**config.mk**
```make
export PLATFORM = sky130hd
export DESIGN_NAME = predResultSeq
export DESIGN_NICKNAME = d
export VERILOG_FILES = /design/src/rtl/predWbPkg.sv /design/src/rtl/predWbEval.sv /design/src/rtl/predWbCtrl.sv /design/src/rtl/predWbData.sv /design/src/rtl/predResultSeq.sv
export SDC_FILE = /design/constraint.sdc
export NUM_CORES = 1
export LEC_CHECK = 0
export ABC_AREA = 1
export CORE_ASPECT_RATIO = 1.75
export CORE_UTILIZATION = 53
export DETAILED_ROUTE_END_ITERATION = 8
export DONT_BUFFER_PORTS = 1
export PLACE_DENSITY_LB_ADDON = 0.2
export RECOVER_POWER = 25
export SLEW_MARGIN = 0
export SYNTH_ARGS = -nofsm -noshare
export SYNTH_HDL_FRONTEND = slang
export SYNTH_SLANG_ARGS = --single-unit
```
**constraint.sdc**
```tcl
create_clock -name clk -period 5 [get_ports clk]
set_input_delay 1.25 -clock clk [delete_from_list [all_inputs] [get_ports clk]]
set_output_delay 1.25 -clock clk [all_outputs]
set_load 0.02 [all_outputs]
```
**src/rtl/predWbPkg.sv**
```systemverilog
package predWbPkg;
  localparam int CondW = 4;
  localparam int CondLt = 3;
  localparam int CondGt = 2;
  localparam int CondEq = 1;
  localparam int CondSo = 0;

  typedef struct packed {
    logic loadCfg;
    logic stepEl;
  } wbStrobe_t;

  typedef struct packed {
    logic       rcEn;
    logic       cmpOnly;
    logic       invTest;
    logic [1:0] condSel;
    logic       zeroDst;
  } wbCfg_t;

  typedef enum logic [1:0] {stIdle, stRun, stFin} wbState_t;
endpackage

```
**src/rtl/predWbEval.sv**
```systemverilog
module predWbEval
  import predWbPkg::*;
#(
  parameter int DATA_W = 8
) (
  input  logic [DATA_W-1:0] opA,
  input  logic [DATA_W-1:0] opB,
  input  logic              predBit,
  input  wbCfg_t            cfg,
  output logic [DATA_W-1:0] resVal,
  output logic              resWr,
  output logic [CondW-1:0]  condVal,
  output logic              condWr
);
  logic [DATA_W-1:0] sum;
  logic isNeg, isZero, testBit, pass;

  always_comb begin
    sum    = opA + opB;
    isNeg  = sum[DATA_W-1];
    isZero = (sum == '0);
    condVal = '0;
    condVal[CondLt] = isNeg;
    condVal[CondGt] = !isNeg && !isZero;
    condVal[CondEq] = isZero;
    condVal[CondSo] = 1'b0;
    if (cfg.rcEn) begin
      case (cfg.condSel)
        2'd0:    testBit = condVal[CondLt];
        2'd1:    testBit = condVal[CondGt];
        2'd2:    testBit = condVal[CondEq];
        default: testBit = condVal[CondSo];
      endcase
    end else begin
      testBit = condVal[CondEq];
    end
    pass   = testBit ^ cfg.invTest;
    resVal = '0;
    resWr  = 1'b0;
    condWr = predBit && (cfg.rcEn || cfg.cmpOnly);
    if (!cfg.cmpOnly) begin
      if (predBit && pass) begin
        resVal = sum;
        resWr  = 1'b1;
      end else if (cfg.zeroDst) begin
        resWr = 1'b1;
      end
    end
  end
endmodule

```
**src/rtl/predWbCtrl.sv**
```systemverilog
module predWbCtrl
  import predWbPkg::*;
#(
  parameter int MAX_VL = 8,
  parameter int VLW    = 4,
  parameter int IDXW   = 3
) (
  input  logic            clk,
  input  logic            rstN,
  input  logic            startReq,
  input  logic [VLW-1:0]  vecLen,
  output wbStrobe_t       strobe,
  output logic [IDXW-1:0] elIdx,
  output logic            busy,
  output logic            done
);
  localparam logic [VLW-1:0] VlCap = VLW'(MAX_VL);

  wbState_t        state;
  logic [IDXW-1:0] lastIdx;
  logic [VLW-1:0]  vlEff, vlLast;
  logic            accept;

  assign vlEff  = (vecLen > VlCap) ? VlCap : vecLen;
  assign vlLast = vlEff - 1'b1;
  assign accept = (state == stIdle) && startReq;

  always_ff @(posedge clk or negedge rstN) begin
    if (!rstN) begin
      state   <= stIdle;
      elIdx   <= '0;
      lastIdx <= '0;
    end else begin
      case (state)
        stIdle: if (accept) begin
          elIdx   <= '0;
          lastIdx <= vlLast[IDXW-1:0];
          state   <= (vlEff == '0) ? stFin : stRun;
        end
        stRun: begin
          if (elIdx == lastIdx) state <= stFin;
          else elIdx <= elIdx + 1'b1;
        end
        default: state <= stIdle;
      endcase
    end
  end

  always_comb begin
    strobe.loadCfg = accept;
    strobe.stepEl  = (state == stRun);
    busy = (state != stIdle);
    done = (state == stFin);
  end

  assert_done_pulse_R8: assert property (@(posedge clk) disable iff (!rstN)
    done |=> !done);
  assert_idx_order_R8: assert property (@(posedge clk) disable iff (!rstN)
    (state == stRun && elIdx != lastIdx) |=> (state == stRun && elIdx == IDXW'($past(elIdx) + 1'b1)));
  assert_busy_ignore_R9: assert property (@(posedge clk) disable iff (!rstN)
    (busy && startReq) |=> $stable(lastIdx));
endmodule

```
**src/rtl/predWbData.sv**
```systemverilog
module predWbData
  import predWbPkg::*;
#(
  parameter int MAX_VL = 8,
  parameter int DATA_W = 8,
  parameter int IDXW   = 3
) (
  input  logic                     clk,
  input  logic                     rstN,
  input  wbStrobe_t                strobe,
  input  logic [IDXW-1:0]          elIdx,
  input  wbCfg_t                   cfgIn,
  input  logic [MAX_VL-1:0]        predMask,
  input  logic [MAX_VL*DATA_W-1:0] srcA,
  input  logic [MAX_VL*DATA_W-1:0] srcB,
  output logic [MAX_VL*DATA_W-1:0] resArr,
  output logic [MAX_VL-1:0]        resWe,
  output logic [MAX_VL*CondW-1:0]  condArr,
  output logic [MAX_VL-1:0]        condWe
);
  wbCfg_t                   cfgQ;
  logic [MAX_VL-1:0]        predQ;
  logic [MAX_VL*DATA_W-1:0] aQ, bQ;
  logic [DATA_W-1:0]        curA, curB, evRes;
  logic [CondW-1:0]         evCond;
  logic                     evResWr, evCondWr;
  logic [MAX_VL-1:0]        selHot;

  always_ff @(posedge clk or negedge rstN) begin
    if (!rstN) begin
      cfgQ  <= '0;
      predQ <= '0;
      aQ    <= '0;
      bQ    <= '0;
    end else if (strobe.loadCfg) begin
      cfgQ  <= cfgIn;
      predQ <= predMask;
      aQ    <= srcA;
      bQ    <= srcB;
    end
  end

  assign curA   = aQ[elIdx*DATA_W +: DATA_W];
  assign curB   = bQ[elIdx*DATA_W +: DATA_W];
  assign selHot = MAX_VL'(1) << elIdx;

  predWbEval #(.DATA_W(DATA_W)) uEval (
    .opA(curA), .opB(curB), .predBit(predQ[elIdx]), .cfg(cfgQ),
    .resVal(evRes), .resWr(evResWr), .condVal(evCond), .condWr(evCondWr)
  );

  always_ff @(posedge clk or negedge rstN) begin
    if (!rstN) begin
      resWe  <= '0;
      condWe <= '0;
    end else begin
      resWe  <= (strobe.stepEl && evResWr)  ? selHot : '0;
      condWe <= (strobe.stepEl && evCondWr) ? selHot : '0;
    end
  end

  for (genvar g = 0; g < MAX_VL; g++) begin : gSlot
    logic [DATA_W-1:0] resSlot;
    logic [CondW-1:0]  condSlot;
    logic              hit;
    assign hit = strobe.stepEl && (elIdx == IDXW'(g));
    always_ff @(posedge clk or negedge rstN) begin
      if (!rstN) begin
        resSlot  <= '0;
        condSlot <= '0;
      end else begin
        if (hit && evResWr)  resSlot  <= evRes;
        if (hit && evCondWr) condSlot <= evCond;
      end
    end
    assign resArr[g*DATA_W +: DATA_W] = resSlot;
    assign condArr[g*CondW +: CondW]  = condSlot;

    assert_masked_zero_R2: assert property (@(posedge clk) disable iff (!rstN)
      (resWe[g] && !predQ[g]) |-> (resSlot == '0));
    assert_zero_only_masked_R7: assert property (@(posedge clk) disable iff (!rstN)
      (resWe[g] && !cfgQ.zeroDst) |-> predQ[g]);
  end

  assert_cmp_nores_R6: assert property (@(posedge clk) disable iff (!rstN)
    cfgQ.cmpOnly |-> (resWe == '0));
  assert_cond_gate_R3: assert property (@(posedge clk) disable iff (!rstN)
    (condWe != '0) |-> (cfgQ.rcEn || cfgQ.cmpOnly));
  assert_we_onehot_R8: assert property (@(posedge clk) disable iff (!rstN)
    $onehot0(resWe) && $onehot0(condWe));
endmodule

```
**src/rtl/predResultSeq.sv**
```systemverilog
module predResultSeq
  import predWbPkg::*;
#(
  parameter int MAX_VL = 8,
  parameter int DATA_W = 8,
  localparam int VLW  = $clog2(MAX_VL + 1),
  localparam int IDXW = (MAX_VL > 1) ? $clog2(MAX_VL) : 1
) (
  input  logic                     clk,
  input  logic                     rstN,
  input  logic                     startReq,
  input  logic [VLW-1:0]           vecLen,
  input  logic [MAX_VL-1:0]        predMask,
  input  logic                     rcEn,
  input  logic                     cmpOnly,
  input  logic                     invTest,
  input  logic [1:0]               condSel,
  input  logic                     zeroDst,
  input  logic [MAX_VL*DATA_W-1:0] srcA,
  input  logic [MAX_VL*DATA_W-1:0] srcB,
  output logic [MAX_VL*DATA_W-1:0] resArr,
  output logic [MAX_VL-1:0]        resWe,
  output logic [MAX_VL*4-1:0]      condArr,
  output logic [MAX_VL-1:0]        condWe,
  output logic                     busy,
  output logic                     done
);
  wbStrobe_t       strobe;
  logic [IDXW-1:0] elIdx;
  wbCfg_t          cfgIn;

  assign cfgIn = '{rcEn: rcEn, cmpOnly: cmpOnly, invTest: invTest,
                   condSel: condSel, zeroDst: zeroDst};

  predWbCtrl #(.MAX_VL(MAX_VL), .VLW(VLW), .IDXW(IDXW)) uCtrl (
    .clk(clk), .rstN(rstN), .startReq(startReq), .vecLen(vecLen),
    .strobe(strobe), .elIdx(elIdx), .busy(busy), .done(done)
  );

  predWbData #(.MAX_VL(MAX_VL), .DATA_W(DATA_W), .IDXW(IDXW)) uData (
    .clk(clk), .rstN(rstN), .strobe(strobe), .elIdx(elIdx), .cfgIn(cfgIn),
    .predMask(predMask), .srcA(srcA), .srcB(srcB),
    .resArr(resArr), .resWe(resWe), .condArr(condArr), .condWe(condWe)
  );
endmodule

```
; ---- Yosys cells after proc, flatten, opt, wreduce, memory -nomap -nowiden
; Index checks and enable logic that the tools add are counted.
[word_totals]
regBits = 254
out_inout_bits = 114
[classes]
add_sub_neg = 3
bitwise_logic = 1
shifts = 3
n_lt_le_gt_ge = 2
eq_ne = 15
n_reduce_logical = 43
muxes = 19
[op_table]
columns = operator, n
row1 = $shiftx 64x7->8, 2
row2 = $mux 8, 4
row3 = $logic_and 1x1->1, 30
row4 = $eq 3x3->1 const B, 4
row5 = $add 8x8->8, 1
row6 = $logic_not 8->1, 1
row7 = $shl 1x3->8 const A, 1
row8 = $eq 3x2->1 const B, 2
row9 = $mux 2, 3
row10 = $mux 3, 2
row11 = $pmux 3 s2, 1
row12 = $mux 1, 5
row13 = $eq 2x1->1 const B, 2
row14 = $eq 2x2->1 const B, 2
row15 = $gt 4x4->1 const B, 1
row16 = $logic_not 2->1, 2
row17 = $logic_not 4->1, 1
row18 = $lt 3x4->1 const B, 1
row19 = $mux 4, 1
row20 = $ne 2x2->1 const B, 2
row21 = $pmux 2 s2, 1
row22 = $reduce_and 2->1, 2
row23 = $reduce_bool 2->1, 2
row24 = $add 3x1->3 const B, 1
row25 = other kinds (11), 12

; ---- Longest topological paths before layout
; Gate-level depths: netlist of the first run.
[depth]
depth_word = 13
depth_mapped = 28
depth_no_buf = 24

; ---- By module
; Synthesis of the first run repeated with hierarchy kept, for this count alone.
[hier_totals]
cells_unflattened = 1233
area_unflattened_um2 = 11888.9
[by_module_without_submodules]
columns = mod, cells_each, area_each_um2, instances, seq_area_each_um2
row1 = predWbData, 1054, 10804.1, 1, 6356.1
row2 = predWbEval, 112, 564.3, 1, 0.0
row3 = predWbCtrl, 67, 520.5, 1, 200.2

; ---- Worst setup path after synthesis of the first run
; Ideal clock, no wire load.
[synth_path]
path_type = flip-flop to flip-flop
startpoint = register uCtrl.elIdx[0]
endpoint = register uData.gSlot[1].resSlot[0]
synth_period_minus_slack_ns = 3.866
stages_incl_launch_ff = 29
required_ns = 4.883
path_slack_ns = 1.134
t_arrival_ns = 3.749
setup_time_ns = 0.117
cell_sequence = dfrtp_1 -> buf_6 -> buf_6 -> clkbuf_1 -> clkbuf_1 -> nor2_1 -> nor2_1 -> o21ai_0 -> a31oi_1 -> ha_1 -> inv_1 -> fa_1 -> inv_1 -> nand3_1 -> nand2_1 -> nand2_1 -> nand2_1 -> nand3_1 -> a21oi_2 -> nand3_4 -> o21ai_2 -> nand2_1 -> nand2_1 -> nand3_4 -> nand2_4 -> buf_12 -> nand2_4 -> nand2_1 -> nand2_1
[synth_between]
elab_chain_cells = 12
[synth_rtl]
columns = element, line
row1 = "start, declared", predWbCtrl.sv:13  ; output logic [IDXW-1:0] elIdx,
row2 = "start signal, assigned", predWbCtrl.sv:42  ; else elIdx <= elIdx + 1'b1;
row3 = "$shiftx 64x7->8, on equally long branches", "predWbData.sv:43, predWbData.sv:44"
row4 = $add 8x8->8, predWbEval.sv:19  ; sum = opA + opB;
row5 = $logic_not 8->1, predWbEval.sv:21  ; isZero = (sum == '0);
row6 = $logic_not 1->1, predWbEval.sv:24  ; condVal[CondGt] = !isNeg && !isZero;
row7 = $logic_and 1x1->1, predWbEval.sv:24
row8 = $pmux 1 s3, predWbEval.sv:28  ; case (cfg.condSel)
row9 = $mux 1, predWbEval.sv:27  ; if (cfg.rcEn) begin
row10 = $xor 1x1->1, predWbEval.sv:37  ; pass = testBit ^ cfg.invTest;
row11 = $logic_and 1x1->1, predWbEval.sv:42  ; if (predBit && pass) begin
row12 = $mux 1, predWbEval.sv:42
row13 = $mux 1, predWbEval.sv:41  ; if (!cfg.cmpOnly) begin
row14 = $logic_and 1x1->1, predWbData.sv:72  ; if (hit && evResWr) resSlot <= evRes;
row15 = "end signal, assigned", predWbData.sv:72
row16 = "end, declared", predWbData.sv:63  ; logic [DATA_W-1:0] resSlot;
; Parallel ways exist; a longest one is shown, timed or not. The select of a mux whose other input is x is not followed.
; A chain may end at the register's enable or synchronous reset.

; ---- Worst setup path in the final report of the first run
[layout_path]
startpoint = register uCtrl.elIdx[0]
endpoint = register uData.gSlot[7].resSlot[3]
[layout_between]
elab_chain_cells = 12
[layout_rtl]
columns = element, line
row1 = "$shiftx 64x7->8, on equally long branches", "predWbData.sv:43, predWbData.sv:44"
row2 = $add 8x8->8, predWbEval.sv:19
row3 = $logic_not 8->1, predWbEval.sv:21
row4 = $logic_not 1->1, predWbEval.sv:24
row5 = $logic_and 1x1->1, predWbEval.sv:24
row6 = $pmux 1 s3, predWbEval.sv:28
row7 = $mux 1, predWbEval.sv:27
row8 = $xor 1x1->1, predWbEval.sv:37
row9 = $logic_and 1x1->1, predWbEval.sv:42
row10 = $mux 1, predWbEval.sv:42
row11 = $mux 1, predWbEval.sv:41
row12 = $logic_and 1x1->1, predWbData.sv:72
row13 = "end signal, assigned", predWbData.sv:72
row14 = "end, declared", predWbData.sv:63
; Parallel ways exist; a longest one is shown, timed or not. The select of a mux whose other input is x is not followed.

==> qor.yml, run 1 <==
tightest_slew_ns: 0.999
seqCellArea_um2: 6360
nFillCells: 2015
fmax_mhz: 228
setup_tns_ns: 0
multi_input_area_um2: 4600
clkTransAtPathRegs_ns: 0.07
cts_root_buffer: "clkbuf_16"
utilization: 0.584
n_antenna_cell: 0
cts_sinks: 254
setup_viol: 0
cts_tree: "yes"
avgSynthCellArea_um2: 8.12
die_area_um2: 22400
grt_start_max_net_pins: 255
ios: 263
nets: 1553
pre_cts_ws_ns: 0.395
cts_made_buffers: 23
layout.cells.non_filler: 1698
clock-skew-final_ns: 0.0235
slew_headroom: 0.331
gp_congestion: 0.882
ys_seq_area_frac: 0.552
post-dp-hpwl_mm: 21.3
maxCapViolCount: 0
cts_setup_buffers: 0
arrival_ns: 4.79
pwr-share-clk: 0.205
slew_viol_final: 0
drive_gt1_frac: 0.0676
syn_area_um2: 11500
worst-path-max-fanout: 63
area.growth.synth_to_final_pct: 8.47
vias: 9115
wire_per_inst_um: 17.5
grt_pass1_vias: 8946
die_width_um: 113
htree_levels: 1
synthCells: 1418
cts_hold_buf: 0
coreArea_um2: 21400
overflow: 0
ys_ff_latch: 254
yosysUniqueCellTypes: 37
path_class: "register to register"
worst_setup_path_end_kind: "register"
fp-row-count: 71
fin_ws_ns: 0.604
final_area_um2: 12500
drt_pass1_iterations: 5
fin_crit_ns: 4.40
drc_errors: 0
worstSkewPairLatency_ns: 0.52
cp-start-kind: "register"
critPathRequiredTime_ns: 5.40
detailed_place.area_um2: 11700
power_switching_mw: 4.16
start_util: 0.538
powerDensity_nw_per_um2: 742
p_leak_nw: 6.61
r2r_slack_ns: 0.60
numPortBuffers: 0
hp-class: "input pin to async pin"
yosysWarnings: 0
dp_cells: 1656
internal_power_mw: 5.11
hold_viol: 0
drtAntennaViolNets: 0
status: "completed"
cts_buffer_depth: 3
whs_ns: 0.423
grt_pass1_wl_mm: 46.7
p_sw_frac: 0.448
vias_per_cell: 5.37
fin_crit_sh: 0.879
p_comb_frac: 0.414
rsz0062_at_grt: "false"
antenna_found_initial: 0
fp.dieH_um: 197
total_power_mw: 9.27
wl_mm: 29.8
power_frac_seq: 0.381
gr-usage-all-layers: 0.270
vdd_ir_drop_max_v: 0.000396
drtIter0Drc: 660
-- flip-flops by register name, indices dropped and copies added (netlist names) --
name and cells:
uCtrl.state 2, uData.gSlot.condSlot 24, uData.predQ 8, uCtrl.elIdx 3, uData.resWe 8, uData.condWe 8
uCtrl.lastIdx 3, uData.cfgQ 6, uData.gSlot.resSlot 64, uData.bQ 64, uData.aQ 64
-- final timing paths --
check                                           startpoint                                      to  cells after the start
worst min-delay path                                  rstN  uData.gSlot[6].condSlot[1]$_DFFE_PN0P_                      0
worst max-delay path            uCtrl.elIdx[0]$_DFFE_PN0P_   uData.gSlot[7].resSlot[3]$_DFFE_PN0P_                     21
min in group clk                  uData.aQ[13]$_DFFE_PN0P_                uData.aQ[13]$_DFFE_PN0P_                      2
worst max register to register  uCtrl.elIdx[0]$_DFFE_PN0P_   uData.gSlot[7].resSlot[3]$_DFFE_PN0P_                     21
worst min register to register    uData.aQ[13]$_DFFE_PN0P_                uData.aQ[13]$_DFFE_PN0P_                      2
max in group asynchronous                             rstN                uData.aQ[27]$_DFFE_PN0P_                      0
-- repair_timing --
action | 4_1_cts | 5_1_grt
endpoints found under the setup margin | 0 | 16
gates resized for setup | 0 | 1
endpoints found under the hold margin | 0 | 0
-- power groups by stage --
stage / registers, mW / logic, mW / clock network [mW]
floorplan: 3.37 / 2.98 / 0
global placement: 3.54 / 3.74 / 0
detailed placement: 3.56 / 3.82 / 0
CTS: 3.53 / 3.84 / 1.93
global route: 3.61 / 4.34 / 2.01
finish: 3.53 / 3.84 / 1.90
-- placed cells by master, fill, tap and decap left out, drive strengths merged, types with 2 or more instances in the layout --
cell type  instances
a31oi             13
xnor2              2
nor2             154
conb               8
ha                14
clkbuf            31
nand2            618
nand3             91
a21oi              5
inv               63
clkinvlp           3
buf               14
o221ai             2
o22ai             17
o211ai             2
bufinv             4
a22o               8
nand4              5
clkinv             2
o21ai             91
dfrtp            254
-- layout make-up --
class / count / area share
multi-input combinational: 1035 / 0.368
sequential: 254 / 0.509
inverter: 61 / 0.0189
tap: 292 / 0.0292
clock inverter: 11 / 0.0136
timing repair buffer: 14 / 0.00941
clock buffer: 31 / 0.0517
-- synthesized netlist by cell type (all sizes together) --
cell,n,share of area
clkbuf,51,0.017
inv,61,0.020
o21ai,91,0.040
a31oi,13,0.0071
nand3,91,0.043
nand3b,1,0.00065
o221ai,2,0.0015
buf,24,0.015
xor2,1,0.00076
nor2,154,0.053
ha,14,0.015
a21oi,5,0.0025
nand2,618,0.21
a22o,8,0.0061
dfrtp,254,0.55
o211ai,2,0.0013
a221oi,1,0.00076
xnor2,2,0.0015
o31ai,1,0.00065
nand4,5,0.0027
fa,1,0.0017
conb,1,0.00033
o22ai,17,0.0092
-- worst max-delay path, cell delays in order (launching register included) --
cell and delay (ns):
dfrtp_2 0.46, inv_6 0.32, buf_4 0.25, nor2_1 0.08, o22ai_1 0.19, nor2_1 0.06
a31oi_1 0.20, ha_1 0.35, nand2_1 0.11, nand3_1 0.12, xnor2_1 0.26, nand3_1 0.17
a21oi_2 0.18, nand3_4 0.21, o21ai_2 0.12, nand2_1 0.07, nand2_1 0.09, nand3_4 0.18
nand2_8 0.34, nand2_1 0.27, nand2_1 0.13, nand2_1 0.05
-- layer usage --
layer | vias to the layer above | part of all wire | global-route usage | routed length [um]
li1 | 4404 | - | - | -
met1 | 4322 | 0.36 | 0.295 | 10800
met2 | 304 | 0.53 | 0.496 | 15800
met3 | 85 | 0.052 | 0.0430 | 1540
met4 | 0 | 0.056 | 0.146 | 1670
met5 | - | 0 | 0 | 0
-- logic make-up (layout without fill, tap and decap cells) --
family	after synthesis	after routing	share of synthesized area
buffers and inverters	136	117	0.0524
and+or+nand+nor	869	869	0.307
other	1	8	0.000326
xor gates and xnor gates	3	3	0.00228
DFF	254	254	0.552
adders and majority gates	15	15	0.0169
AOI/OAI and AO/OA	140	140	0.0690
(Power assumes the default switching activity.)
==> run 2, diff against run 1 <==
--- a/config.mk
+++ b/config.mk
@@ -10,8 +10,10 @@
 export CORE_UTILIZATION = 53
 export DETAILED_ROUTE_END_ITERATION = 8
 export DONT_BUFFER_PORTS = 1
+export GPL_TIMING_DRIVEN = 0
 export PLACE_DENSITY_LB_ADDON = 0.2
 export RECOVER_POWER = 25
+export REMOVE_ABC_BUFFERS = 1
 export SLEW_MARGIN = 0
 export SYNTH_ARGS = -nofsm -noshare
 export SYNTH_HDL_FRONTEND = slang
==> constraint.sdc (replaced) <==
create_clock -name clk -period 4.2 [get_ports clk]
set_input_delay 1.05 -clock clk [delete_from_list [all_inputs] [get_ports clk]]
set_output_delay 1.05 -clock clk [all_outputs]
set_load 0.02 [all_outputs]
==> qor.yml, run 2 (same netlist as run 1, synthesis figures left out) <==
hold_viol: 0
setup_viol: 0
drtIter0Drc: 684
setup_tns_ns: 0
fp-row-count: 71
cts_tree: "yes"
power_switching_mw: 5.22
cts_buffer_depth: 3
worst-path-max-fanout: 11
powerDensity_nw_per_um2: 899
final_common_cell: "nand2_1"
path_class: "register to register"
die_area_um2: 22400
drc_errors: 0
dp_cells: 1647
cp-start-kind: "register"
final_cell_mix: "606 x nand2_1, 251 x dfrtp_1, 140 x nor2_1"
slew_headroom: 0.433
drive_gt1_frac: 0.0891
grt_pass1_vias: 8933
post-dp-hpwl_mm: 18.5
total_power_mw: 11.7
p_leak_nw: 6.81
p_sw_frac: 0.447
layout.cells.non_filler: 1720
wl_mm: 30.0
numPortBuffers: 0
r2r_slack_ns: 0.30
maxCapViolCount: 0
critPathRequiredTime_ns: 4.62
r2r_end: "uData.gSlot[5].resSlot[0]$_DFFE_PN0P_"
htree_levels: 1
reg_top3: "uData.aQ (64), uData.bQ (64), uData.gSlot.resSlot (64)"
gp_congestion: 0.813
arrival_ns: 4.31
drt_pass1_iterations: 5
internal_power_mw: 6.45
whs_ns: 0.224
fp.dieH_um: 197
antenna_found_initial: 2
drtAntennaViolNets: 0
vias_per_cell: 5.35
fin_crit_sh: 0.928
utilization: 0.606
wire_per_inst_um: 17.5
nets: 1572
vias: 9209
power_frac_seq: 0.356
grt_pass1_wl_mm: 47.0
clkTransAtPathRegs_ns: 0.07
rsz0062_at_grt: "true"
worstSkewPairLatency_ns: 0.52
p_comb_frac: 0.442
fin_crit_ns: 3.90
reg2reg_from: "uCtrl.elIdx[1]$_DFFE_PN0P_"
cts_made_buffers: 24
overflow: 0
clock-skew-final_ns: 0.0149
worst_setup_path_end_kind: "register"
reg2reg_depth: 26
vdd_ir_drop_max_v: 0.000539
slew_viol_final: 0
ios: 263
coreArea_um2: 21400
tightest_slew_ns: 0.847
fmax_mhz: 257
gr-usage-all-layers: 0.272
cts_root_buffer: "clkbuf_16"
die_width_um: 113
hp-class: "input pin to async pin"
grt_start_max_net_pins: 255
cts_sinks: 254
start_util: 0.538
status: "completed"
area.growth.synth_to_final_pct: 12.7
pwr-share-clk: 0.202
[run 2: worst max-delay path by stage]
stage | from | to | slack [ns] | cells past startpoint
floorplan | startReq | uCtrl.elIdx[0]$_DFFE_PN0P_ | -4.85 | 5
global placement | startReq | uCtrl.elIdx[2]$_DFFE_PN0P_ | -9.02 | 5
detailed placement | uCtrl.elIdx[1]$_DFFE_PN0P_ | uData.gSlot[0].resSlot[7]$_DFFE_PN0P_ | -1.61 | 23
CTS | uCtrl.elIdx[0]$_DFFE_PN0P_ | uData.gSlot[2].resSlot[5]$_DFFE_PN0P_ | 0.05 | 27
global route | uCtrl.elIdx[0]$_DFFE_PN0P_ | uData.gSlot[2].resSlot[6]$_DFFE_PN0P_ | -0.02 | 27
finish | uCtrl.elIdx[1]$_DFFE_PN0P_ | uData.gSlot[5].resSlot[0]$_DFFE_PN0P_ | 0.30 | 26
[run 2: repair_timing]
action,4_1_cts,5_1_grt
resized for setup,21,15
buffers inserted,21,3
gates cloned,3,0
pin swaps,2,1
setup endpoints to repair,88,72
hold buffers,0,0
[run 2: power by group through the flow]
| stage | registers (mW) | logic [mW] | clock network (mW) |
|---|---|---|---|
| after floorplan | 4.09 | 3.37 | 0 |
| after global placement | 4.30 | 4.38 | 0 |
| after detailed placement | 4.33 | 4.36 | 0 |
| after CTS | 4.16 | 5.02 | 2.40 |
| after global routing | 4.26 | 5.78 | 2.49 |
| final | 4.16 | 5.16 | 2.35 |
[run 2: per-stage QoR]
| stage | instance area (um^2) | setup WS (ns) |
|---|---|---|
| 2_1_floorplan | 11200 | -4.85 |
| 3_3_place_gp | 11500 | -9.02 |
| 3_5_place_dp | 11700 | -1.61 |
| 4_1_cts | 12900 | 0.0520 |
| 5_1_grt | 13000 | -0.0197 |
| 6_report | 13000 | 0.302 |
[run 2: final cells by class]
cell class | instances | area [um^2]
timing repair buffer | 29 | 383
tap | 292 | 365
multi-input combinational | 1037 | 4700
clock buffer | 30 | 674
clock inverter | 14 | 191
sequential | 254 | 6360
inverter | 61 | 288
fill | 1965 | 8430
timing repair inverter | 1 | 11.3
antenna | 2 | 5.00
[run 2: critical path, cell delays in order (launching register included)]
cell and delay [ns]:
dfrtp_4 0.55, buf_8 0.19, o21ai_0 0.11, o22ai_1 0.19
nor2_1 0.06, a31oi_1 0.20, ha_2 0.23, inv_1 0.05
fa_2 0.35, inv_1 0.08, nand3_1 0.09, nand2_1 0.09
nand2_1 0.06, nand2_2 0.11, nand3_1 0.13, a21oi_2 0.18
nand3_4 0.09, o21ai_2 0.07, nand2_1 0.06, nand2_1 0.10
nand3_4 0.08, buf_12 0.18, nand2_8 0.12, buf_4 0.18
nand2_8 0.07, nand2_1 0.11, nand2_1 0.05
[run 2: layer usage]
layer	vias to the layer above	global-route usage	wire length (um)
li1	4441	-	-
met4	0	0.110	1180
met2	290	0.509	16200
met5	-	0	0
met1	4416	0.305	11000
met3	62	0.0423	1670
